### src/rtl/lcd_scan_pkg.sv
package lcd_scan_pkg;

  typedef enum logic [1:0] {
    LV_V1  = 2'b00,
    LV_V2  = 2'b01,
    LV_V5  = 2'b10,
    LV_VEE = 2'b11
  } drive_lvl_e;

  // Blanking wins; otherwise the stored bit picks the pair, the phase the member
  function automatic drive_lvl_e pick_level(input logic scan, input logic ac,
                                            input logic blank_n);
    if (!blank_n) return LV_V1;
    if (scan)     return ac ? LV_VEE : LV_V1;
    return ac ? LV_V2 : LV_V5;
  endfunction

endpackage

### src/rtl/scan_rst_sync.sv
module scan_rst_sync #(
  parameter int unsigned STAGES = 2
) (
  input  logic clk,
  input  logic rst_n,
  output logic rst_s
);

  logic [STAGES-1:0] stg_q;
  logic [STAGES-1:0] stg_d;

  always_comb begin
    stg_d = {stg_q[STAGES-2:0], 1'b1};
  end

  always_ff @(negedge clk or negedge rst_n) begin
    if (!rst_n) stg_q <= '0;
    else        stg_q <= stg_d;
  end

  assign rst_s = stg_q[STAGES-1];

endmodule

### src/rtl/scan_chain.sv
module scan_chain #(
  parameter int unsigned DEPTH = 80
) (
  input  logic             clk,
  input  logic             rst_s,
  input  logic             shift_en,
  input  logic             dir_rev,
  input  logic             ser_lo,
  input  logic             ser_hi,
  output logic [DEPTH-1:0] q,
  output logic             out_lo,
  output logic             out_hi,
  output logic             oe_lo,
  output logic             oe_hi
);

  logic [DEPTH-1:0] nxt;

  // Each stage takes its lower or upper neighbour, the ends take the pins
  for (genvar i = 0; i < DEPTH; i++) begin : g_stage
    logic from_low;
    logic from_high;
    if (i == 0) begin : g_first
      assign from_low = ser_lo;
    end else begin : g_mid_lo
      assign from_low = q[i-1];
    end
    if (i == DEPTH - 1) begin : g_last
      assign from_high = ser_hi;
    end else begin : g_mid_hi
      assign from_high = q[i+1];
    end
    assign nxt[i] = dir_rev ? from_high : from_low;
  end

  always_ff @(negedge clk or negedge rst_s) begin
    if (!rst_s)        q <= '0;
    else if (shift_en) q <= nxt;
  end

  assign out_lo = q[0];
  assign out_hi = q[DEPTH-1];
  assign oe_lo  = dir_rev;
  assign oe_hi  = ~dir_rev;

  // One edge of settling after reset release before shift checks start
  logic armed;
  always_ff @(negedge clk or negedge rst_s) begin
    if (!rst_s) armed <= 1'b0;
    else        armed <= 1'b1;
  end

  AST_FWD_SHIFT: assert property (@(negedge clk) disable iff (!rst_s)
    (armed && shift_en && !dir_rev) |=> (q == {$past(q[DEPTH-2:0]), $past(ser_lo)}));
  AST_REV_SHIFT: assert property (@(negedge clk) disable iff (!rst_s)
    (armed && shift_en && dir_rev) |=> (q == {$past(ser_hi), $past(q[DEPTH-1:1])}));

endmodule

### src/rtl/level_map.sv
module level_map
  import lcd_scan_pkg::*;
#(
  parameter int unsigned POS = 160
) (
  input  logic [POS-1:0]   bits,
  input  logic             ac_phase,
  input  logic             blank_n,
  output logic [2*POS-1:0] lvl
);

  for (genvar p = 0; p < POS; p++) begin : g_pos
    drive_lvl_e sel;
    assign sel = pick_level(bits[p], ac_phase, blank_n);
    assign lvl[2*p +: 2] = sel;
  end

endmodule

### src/rtl/lcd_scan_driver.sv
module lcd_scan_driver #(
  parameter int unsigned SEG_LEN = 80,
  parameter int unsigned SEGS    = 2
) (
  input  logic                       shift_clk,
  input  logic                       rst_n,
  input  logic                       dir_rev,
  input  logic                       ac_phase,
  input  logic                       blank_n,
  input  logic [SEGS-1:0]            lo_in,
  input  logic [SEGS-1:0]            hi_in,
  output logic [SEGS-1:0]            lo_out,
  output logic [SEGS-1:0]            hi_out,
  output logic [SEGS-1:0]            lo_oe,
  output logic [SEGS-1:0]            hi_oe,
  output logic [2*SEG_LEN*SEGS-1:0]  lvl_sel
);

  localparam int unsigned NPOS = SEG_LEN * SEGS;

  logic            rst_s;
  logic            shift_en;
  logic [NPOS-1:0] scan_bits;

  assign shift_en = 1'b1;

  scan_rst_sync #(.STAGES(2)) u_rst (
    .clk   (shift_clk),
    .rst_n (rst_n),
    .rst_s (rst_s)
  );

  for (genvar c = 0; c < SEGS; c++) begin : g_seg
    scan_chain #(.DEPTH(SEG_LEN)) u_chain (
      .clk      (shift_clk),
      .rst_s    (rst_s),
      .shift_en (shift_en),
      .dir_rev  (dir_rev),
      .ser_lo   (lo_in[c]),
      .ser_hi   (hi_in[c]),
      .q        (scan_bits[c*SEG_LEN +: SEG_LEN]),
      .out_lo   (lo_out[c]),
      .out_hi   (hi_out[c]),
      .oe_lo    (lo_oe[c]),
      .oe_hi    (hi_oe[c])
    );
  end

  level_map #(.POS(NPOS)) u_map (
    .bits     (scan_bits),
    .ac_phase (ac_phase),
    .blank_n  (blank_n),
    .lvl      (lvl_sel)
  );

  AST_BLANK_FORCE: assert property (@(negedge shift_clk) disable iff (!rst_n)
    !blank_n |-> (lvl_sel == '0));
  AST_AC_HIGH_ODD: assert property (@(negedge shift_clk) disable iff (!rst_n)
    (blank_n && ac_phase) |-> (lvl_sel[0] && lvl_sel[2*NPOS-2]));
  AST_AC_LOW_EVEN: assert property (@(negedge shift_clk) disable iff (!rst_n)
    (blank_n && !ac_phase) |-> (!lvl_sel[0] && !lvl_sel[2*NPOS-2]));
  AST_PAIR_FIRST: assert property (@(negedge shift_clk) disable iff (!rst_n)
    blank_n |-> ((lvl_sel[1] == lvl_sel[0]) == scan_bits[0]));
  AST_PAIR_LAST: assert property (@(negedge shift_clk) disable iff (!rst_n)
    blank_n |-> ((lvl_sel[2*NPOS-1] == lvl_sel[2*NPOS-2]) == scan_bits[NPOS-1]));

endmodule

### config.mk
export PLATFORM = sky130hd
export DESIGN_NAME = lcd_scan_driver
export DESIGN_NICKNAME = d
export VERILOG_FILES = /design/src/rtl/lcd_scan_pkg.sv /design/src/rtl/scan_rst_sync.sv /design/src/rtl/scan_chain.sv /design/src/rtl/level_map.sv /design/src/rtl/lcd_scan_driver.sv
export SDC_FILE = /design/constraint.sdc
export NUM_CORES = 1
export LEC_CHECK = 0
export ABC_CLOCK_PERIOD_IN_PS = 13680
export BUFFER_PORTS_ARGS = -buffer_cell sky130_fd_sc_hd__buf_2
export CORE_ASPECT_RATIO = 1.75
export CORE_MARGIN = 10
export CORE_UTILIZATION = 40
export CTS_CLUSTER_SIZE = 28
export DETAILED_ROUTE_END_ITERATION = 8
export HOLD_SLACK_MARGIN = 0.12
export PLACE_DENSITY = 0.66
export SYNTH_ARGS = -nofsm -noshare
export SYNTH_HDL_FRONTEND = slang
export SYNTH_SLANG_ARGS = --single-unit
### constraint.sdc
create_clock -name shift_clk -period 13.68 [get_ports shift_clk]
set_input_delay 2.736 -clock shift_clk [delete_from_list [all_inputs] [get_ports shift_clk]]
set_output_delay 2.736 -clock shift_clk [all_outputs]
set_load 0.01 [all_outputs]
Yosys cells after proc, flatten, opt, wreduce, memory -nomap -nowiden
Cells that the tools add are included. Widths: inputs -> output; s select.

Register bits after elaboration: 162. Input bits: 9. Output and inout port bits: 328. Word-level logic and storage cells: 967.

Multiplexer cells: 963. Bitwise gates (word level): 1.

Operators by type and width (count): $mux 2 (483); $mux 1 (480); $not 1->1 (1).

Depth between registers and ports, before layout
Gate-level depths: netlist (run 1).

Depth after elaboration: 4. Gate-level depth with buffers: 5. Mapped depth without buffers: 2.

Modules after synthesis
From an unflattened synthesis (run 1), not the netlist that was laid out.

Cell total of the unflattened synthesis: 1221. Area, all modules: 11402.2 µm².

By module, submodules not included: scan_chain (times used 2, cells each 351, area an instance 3748.6 µm², sequential area each 2001.9 µm²); level_map (times used 1, cells each 515, area an instance 3847.4 µm², sequential area each 0.0 µm²); scan_rst_sync (times used 1, cells each 3, area an instance 53.8 µm², sequential area each 50.0 µm²); lcd_scan_driver (times used 1, cells each 1, area an instance 3.8 µm², sequential area each 0.0 µm²).

==> results.md, run 1 <==
* Fin worst setup slack at 2.69 ns
* CTS tree: yes
* CP Data Required Time at 7.08 ns
* Worst Hold Class: reg2reg
* Wire length per cell at between 15 and 20 µm
* Synth Cell Area at slightly below 0.01 mm²
* Placed Cells at 1,298
* Clock root buffer: clkbuf_16
* DR vias at 6,051
* Vias per cell at 4.55
* Delay-heaviest family, CP: buffers and inverters
* Gp weighted congestion at a little under 0.8
* Async set-or-reset flop fraction in the synthesized netlist at 100%
* DIE AREA at around 0.032 mm²
* Final WL at about 23,000 µm
* Hold_buf cts at 0
* Power Dens Cells at 125 mW/mm²
* Pre-CTS setup slack at about 2.3 ns
* Row count at 76
* Startpoint types: primary input
* Met3 Use GR at 6.59%
* Critical Path Sink Type: flip-flop
* # port buffers at 336
* R2r worst-path depth at 2
* CTS resizes at 0
* Setup TNS at 0 ns
* Grt ovf at 0
* Syn Inst Count at 865
* RSZ-0062 raised after global routing: no
* CP max stage cell: buf_6
* First-pass GRT wire length at 36,300 µm
* Chip Height at 228 µm
* Slew headroom at 23.9%
* Worst hold stages at 0
* Router iterations before antenna repair at 3
* Starting Density at 40.5%
* Met2 Usage GRT at between 20% and 30%
* CP peak stage delay at 0.66 ns
* Max-cap viol count at 0
* Tot GR Track Use at 14.0%
* Fin. Hold Viols at 0
* Leak pwr at 5.65 nW
* Top_reg_cell synth: dfrtn_1
* Yosys warnings at 0
* Layout cells sized above 1 at 52.2%
* DPL Wire Length at 16,900 µm
* Synth area leader: dfrtn_1
* WP buf/inv at 2
* Final setup vio count at 0
* Status: completed
* # IOs at 337
* Post-synth EDFFs at 0
* Initial drt markers at 155
* Worst R2R Setup Slack at 11.60 ns
* Setup bufs post-CTS at 0
* Clock buffer count from CTS at 17
* H-Tree Depth at 4
* Register bit total from synthesis at roughly 160
* Peak supply drop at around 0.10 mV
* Largest net degree at the start of global routing at 162
* Core ar. at about 0.025 mm²
* Vias in the first global route at 6,432
* Global route hottest layer: met2
* Reg-to-Reg End: g_seg[0].u_chain.q[14]$_DFF_NN0_
* Initial antenna violation count at 1
* Clock Latency Late Sink at ~0.40 ns
* Critical path class: in2reg
* Post-Syn Area per Cell at 11.5 µm²
* Dpl cell area at 0.0104 mm²
* # DRC at 0
* Worst r2r src: u_rst.stg_q[1]$_DFF_NN0_
* Top cells by count, synth: 175 x buf_4, 162 x dfrtn_1, 161 x and2_1, 160 x mux2_2, 160 x xnor2_1
* Final Skew at around 0.0075 ns
* Die W at 139 µm
* Worst Max-Slew Pin Slew at 1.14 ns
* Crit Path Max Fanout at between 100 and 150
* Yosys cell types at 10
* Final slew viol count at 0
* Share of the synthesized area in the top cell type at between 40% and 50%
* Non-Filler Cell Area, Final at 0.0110 mm²
* Sequential area share after synthesis at roughly two fifths
* Beginning of the worst hold path: u_rst.stg_q[0]$_DFF_NN0_
* Nets at slightly above 1,000
* Synth area leaders: dfrtn_1 41%, mux2_2 18%, xnor2_1 14%
* Critical path arrival at 4.39 ns
* Antenna viol nets, final at 0
* Total clock sinks at about 160
* Met1 Usage GRT at 14.1%
* Clock buffer depth at 2
* N_diodes at 0
* CTS clk-pin slew, worst paths at 0.05 ns
* Non-filler cells, final at ~1,300
* Cells along the critical path: buf_6 -> buf_4 -> mux2_2
* Synth Net Count at 874
* Area grow syn2layout at 10.6%
* Hold EP: u_rst.stg_q[1]$_DFF_NN0_
* Top-count cell post-synth: buf_4
layout make-up:
cell class,count,area (µm²)
clock buffers,21,460
fillers,2360,13600
clock inverters,10,110
inverters,1,3.75
repair buffers,341,1740
flip-flops and latches,162,4050
multi-input cells,482,4220
well taps,312,390
through the flow:
stage               hold WS [ns]  power (mW)  utilization (%)
finish                     0.304        1.37             44.7
global route               0.317        1.44             44.7
CTS                        0.307        1.40             44.7
detailed placement         0.307       0.923             42.4
global placement           0.297       0.918             42.4
floorplan                  0.292       0.844                -
metal layers:
layer / wire (µm) / vias to the layer above
li1: - / 2861
met1: 8320 / 2921
met2: 11900 / 252
met3: 2550 / 17
met4: 313 / 0
met5: 0 / -
worst max-delay path by stage:
stage	start	to	slack [ns]	cells after the start
2_1_floorplan	dir_rev	g_seg[0].u_chain.q[79]$_DFF_NN0_	3.19	4
3_3_place_gp	dir_rev	g_seg[1].u_chain.q[39]$_DFF_NN0_	2.31	3
3_5_place_dp	dir_rev	g_seg[1].u_chain.q[51]$_DFF_NN0_	2.27	3
4_1_cts	dir_rev	g_seg[1].u_chain.q[51]$_DFF_NN0_	2.70	3
5_1_grt	dir_rev	g_seg[1].u_chain.q[68]$_DFF_NN0_	2.59	3
6_report	dir_rev	g_seg[1].u_chain.q[51]$_DFF_NN0_	2.69	3
power by group:
part	total (mW)	internal [mW]	switching (mW)
registers	0.589	0.535	0.0539
logic	0.315	0.163	0.152
clock network	0.466	0.276	0.190
total	1.37	0.974	0.396
logic make-up after synthesis:
logic type / count (synthesis) / synth area share, %
DFF: 162 / 40.8
other: 1 / 0.0378
buffers and inverters: 221 / 16.7
and+or+nand+nor: 161 / 10.1
xor gates and xnor gates: 160 / 14.1
muxes: 160 / 18.2
sequential cells by signal (all words and copies together), names as in the netlist:
register,cells
g_seg.u_chain.q,160
u_rst.stg_q,2
cells in the final DEF, fill, tap and decap left out, types with 2 or more instances in the layout:
master | synthesis | layout
clkbuf_8 | 0 | 3
clkinv_2 | 0 | 5
buf_4 | 175 | 6
xnor2_1 | 160 | 160
clkbuf_16 | 0 | 17
dfrtn_1 | 162 | 162
mux2_2 | 160 | 160
buf_2 | 16 | 333
bufinv_16 | 0 | 2
and2_1 | 161 | 160
clkbuf_1 | 9 | 2
clkinv_4 | 0 | 2
No activity file was read; power rests on OpenSTA's default activity.
==> run 2, diff against run 1 <==
- ABC_CLOCK_PERIOD_IN_PS: 13680 -> 10300
- clock period: 13.68 -> 10.3 ns (I/O delays scaled with it)
==> results.md, run 2 (synthesis gave the netlist of run 1 again) <==
* CTS clk-pin slew, worst paths at around 0.050 ns
* Clock buffer depth at 2
* Dpl cell area at 0.0104 mm²
* Initial drt markers at between 100 and 150
* Setup bufs post-CTS at 0
* CP Data Required Time at approximately 8 ns
* Critical path arrival at 6.51 ns
* Die W at 139 µm
* Startpoint types: flip-flop
* Chip Height at 228 µm
* DR vias at 6,075
* Max FFs per register at 160
* Power Dens Cells at between 150 and 200 mW/mm²
* Clock Latency Late Sink at around 0.40 ns
* Setup TNS at 0 ns
* Nets at between 1,000 and 1,500
* RSZ-0062 raised after global routing: no
* Clock buffer count from CTS at 17
* Commonest non-fill, non-tap cells in the layout: 333 x buf_2, 162 x dfrtn_1, 160 x xnor2_1, 160 x and2_1, 160 x mux2_2
* Reg with most FFs: g_seg.u_chain.q
* Non-Filler Cell Area, Final at 0.0111 mm²
* # IOs at between 300 and 400
* Row count at 76
* Worst Max-Slew Pin Slew at about 1.1 ns
* # DRC at 0
* Vias in the first global route at 6,364
* Worst Hold Class: reg2async
* H-Tree Depth at 4
* First-pass GRT wire length at about 37,000 µm
* DPL Wire Length at about 17,000 µm
* Critical path class: reg2out
* Max-cap viol count at 0
* Fin. Hold Viols at 0
* Wire length per cell at 17.4 µm
* Grt ovf at 0
* Final setup vio count at 0
* Tot GR Track Use at 14.3%
* Peak supply drop at between 0.1 and 0.15 mV
* Commonest non-fill, non-tap cell in the layout: buf_2
* Initial antenna violation count at 0
* Vias per cell at 4.55
* Final Skew at ~0.0073 ns
* Area grow syn2layout at 11.5%
* Gp weighted congestion at 0.769
* Core Util, Final at 45.1%
* Starting Density at 40.5%
* Largest net degree at the start of global routing at 161
* Antenna viol nets, final at 0
* CTS resizes at 0
* Total clock sinks at 162
* Crit Path Max Fanout at 3
* Clock root buffer: clkbuf_16
* # port buffers at 336
* Layout cells sized above 1 at 52.4%
* CTS tree: yes
* DIE AREA at 0.0318 mm²
* Slew headroom at a little under 30%
* Final slew viol count at 0
* Core ar. at 0.0245 mm²
* Leak pwr at about 5.7 nW
* Status: completed
* Router iterations before antenna repair at 4
* Top Registers: g_seg.u_chain.q x160, u_rst.stg_q x2
* Critical Path Sink Type: output pin
* Hold_buf cts at 0
* Final WL at 23,300 µm
[run 2: cell count changes in the layout (fill, tap and decap cells not counted), sizes merged]
cell / previous run / this run
diode: 0 / 1
clkinv: 7 / 6
buf: 340 / 343
bufinv: 2 / 4
clkbuf: 22 / 21
inv: 1 / 2
[run 2: critical path: stages (launching register included)]
cell and delay [ns]:
dfrtn_1 0.54, xnor2_1 0.14, and2_1 0.14, buf_2 0.14
[run 2: report_power, final]
group	switching (mW)	internal [mW]	total, mW
Clock	0.260	0.414	0.673
Sequential	0.0737	0.710	0.784
Combinational	0.202	0.217	0.419
Total	0.536	1.34	1.88
[run 2: path summary, 6_finish.rpt]
kind                                             startpoint                          endpoint  slack (ns)  cells past startpoint
setup / recovery           g_seg[1].u_chain.q[64]$_DFF_NN0_                      lvl_sel[289]        1.73                      3
min in group shift_clk             u_rst.stg_q[0]$_DFF_NN0_          u_rst.stg_q[1]$_DFF_NN0_        0.30                      0
setup reg to reg                   u_rst.stg_q[1]$_DFF_NN0_  g_seg[0].u_chain.q[14]$_DFF_NN0_        8.72                      1
hold reg to reg                    u_rst.stg_q[1]$_DFF_NN0_  g_seg[0].u_chain.q[46]$_DFF_NN0_        0.15                      0
max in group asynchronous                             rst_n          u_rst.stg_q[0]$_DFF_NN0_        3.70                      1
hold / removal                     u_rst.stg_q[1]$_DFF_NN0_  g_seg[0].u_chain.q[46]$_DFF_NN0_        0.15                      0
[run 2: metrics by stage]
stage	total power [mW]	hold slack, ns	std cells	setup WS [ns]
4_1_cts	1.91	0.177	1333	1.68
6_report	1.88	0.153	1334	1.73
3_3_place_gp	1.22	0.182	1301	1.61
3_5_place_dp	1.23	0.185	1301	1.57
2_1_floorplan	1.12	0.292	865	2.17
5_1_grt	1.98	0.208	1333	1.65
[run 2: layout make-up]
| type | count | area, µm² |
|---|---|---|
| sequential | 162 | 4050 |
| multi-input combinational | 482 | 4220 |
| clock buffer | 20 | 447 |
| inverter | 1 | 3.75 |
| tap | 312 | 390 |
| antenna | 1 | 2.50 |
| fill | 2339 | 13500 |
| timing repair buffer | 344 | 1770 |
| clock inverter | 12 | 181 |
[run 2: layer usage]
metal / share of wire (%) / global-route usage (%) / vias up
met1: 37 / 14.9 / 2929
met5: 0 / 0 / -
met2: 51 / 25.3 / 255
li1: - / - / 2872
met3: 11 / 6.36 / 19
met4: 1.3 / 4.35 / 0
==> run 3, diff against run 2 <==
- ABC_CLOCK_PERIOD_IN_PS: 10300 -> 7650
- PLACE_DENSITY: 0.66 -> 0.68
- clock period: 10.3 -> 7.65 ns (I/O delays scaled with it)
==> results.md, run 3 (synthesis gave the netlist of run 1 again) <==
* Status: completed
* Layout cells sized above 1 at 52.5%
* Core Util, Final at 45.3%
* # IOs at 337
* Crit Path Max Fanout at 3
* Clock Latency Late Sink at 0.40 ns
* Hold_buf cts at 0
* Fin. Hold Viols at 0
* Vias in the first global route at 6,341
* CP Data Required Time at around 6.1 ns
* CTS clk-pin slew, worst paths at approximately 0.040 ns
* Register share of total power at between 40% and 50%
* Met2 Usage GRT at 24.8%
* Row count at 76
* Reg with most FFs: g_seg.u_chain.q
* H-Tree Depth at 4
* Slew headroom at 29.2%
* # DRC at 0
* Dpl cell area at about 0.010 mm²
* Clock Power Share at a little over a third
* Global route hottest layer: met2
* Commonest non-fill, non-tap cell in the layout: buf_2
* Peak supply drop at 0.163 mV
* RSZ-0062 raised after global routing: no
* Register area at 0.00405 mm²
* N_diodes at 0
* Hold slack at a little over 0.3 ns
* Die W at 139 µm
* Chip Height at roughly 230 µm
* Max FFs per register at 160
* Top Registers: g_seg.u_chain.q x160, u_rst.stg_q x2
* Setup TNS at 0 ns
* Critical path class: reg2out
* Power Dens Cells at 229 mW/mm²
* Pint at around 1.8 mW
* Setup bufs post-CTS at 0
* Critical path arrival at 5.17 ns
* Final total power at 2.54 mW
* Non-Filler Cell Area, Final at 0.0111 mm²
* Router iterations before antenna repair at 4
* Sw Ratio at 27.7%
* CTS resizes at 0
* Vias per cell at 4.54
* Clock buffer count from CTS at 17
* Worst Max-Slew Pin Slew at 1.06 ns
* DPL Wire Length at 17,300 µm
* First-pass GRT wire length at 36,100 µm
* Leak pwr at between 5 and 6 nW
* Starting Density at 40.5%
* Critical Path Sink Type: output pin
* Fin worst setup slack at approximately 0.95 ns
* Pre-CTS setup slack at 0.987 ns
* Met3 Use GR at 6.32%
* # port buffers at 336
* Largest net degree at the start of global routing at 161
* Startpoint types: flip-flop
* Initial antenna violation count at 0
* Final setup vio count at 0
* Clock buffer depth at 2
* Clock root buffer: clkbuf_16
* Core ar. at 0.0245 mm²
* Antenna viol nets, final at 0
* Final WL at 23,100 µm
* Initial drt markers at 205
* CTS tree: yes
* Wire length per cell at around 17 µm
* P_sw at 0.704 mW
* Fillers at 2,310
* Worst Hold Class: reg2reg
* Area of the multi-input gates at 0.00422 mm²
* Gp weighted congestion at 0.787
* Met1 Usage GRT at 14.1%
* Grt ovf at 0
* Commonest non-fill, non-tap cells in the layout: 333 x buf_2, 162 x dfrtn_1, 160 x xnor2_1, 160 x and2_1, 160 x mux2_2
* Combinational Power Share at 22.4%
* Tot GR Track Use at 14.0%
* Placed Cells at 1,302
* Max-cap viol count at 0
* DR vias at just over 6,000
* Nets at approximately 1,000
* DIE AREA at 0.0318 mm²
* Final slew viol count at 0
* Final Skew at 0.00913 ns
* Total clock sinks at 162
* Non-filler cells, final at about 1,300
* Area grow syn2layout at 12.0%
[run 3: cell types whose count changed in the layout (fill, tap and decap cells not counted), sizes merged]
cell      before  now
buf          343  344
clkbuf        21   24
clkinv         6    2
clkinvlp       1    2
diode          1    0
inv            2    1
[run 3: worst max-delay path: stages (launching register included)]
cell     delay (ns)
dfrtn_1        0.47
xnor2_1        0.17
and2_1         0.17
buf_2          0.14
[run 3: power by group through the flow]
stage               Sequential (mW)  Clock (mW)  Combinational, mW
floorplan                      1.04           0              0.467
global placement               1.07           0              0.580
detailed placement             1.07           0              0.586
CTS                            1.05       0.953              0.589
global route                   1.07       0.986              0.629
finish                         1.05       0.923              0.570
[run 3: path summary, 6_finish.rpt]
kind,start,endpoint,slack (ns),cells past startpoint
setup / recovery,g_seg[1].u_chain.q[66]$_DFF_NN0_,lvl_sel[293],0.95,3
hold / removal,u_rst.stg_q[0]$_DFF_NN0_,u_rst.stg_q[1]$_DFF_NN0_,0.30,0
setup reg to reg,u_rst.stg_q[1]$_DFF_NN0_,g_seg[1].u_chain.q[37]$_DFF_NN0_,6.43,1
hold reg to reg,u_rst.stg_q[0]$_DFF_NN0_,u_rst.stg_q[1]$_DFF_NN0_,0.30,0
max in group asynchronous,rst_n,u_rst.stg_q[1]$_DFF_NN0_,2.90,1
min in group asynchronous,u_rst.stg_q[1]$_DFF_NN0_,g_seg[0].u_chain.q[47]$_DFF_NN0_,0.46,1
[run 3: final cells by class]
cell class | count | area share (%)
clock buffer | 23 | 4.48
clock inverter | 8 | 1.34
inverter | 1 | 0.0338
multi-input combinational | 482 | 37.9
sequential | 162 | 36.5
tap | 312 | 3.51
timing repair buffer | 345 | 16.2
[run 3: metal layers]
metal,share of wire [%],vias to the layer above
met3,11,17
li1,-,2876
met5,0,-
met2,51,260
met1,36,2902
met4,1.8,0
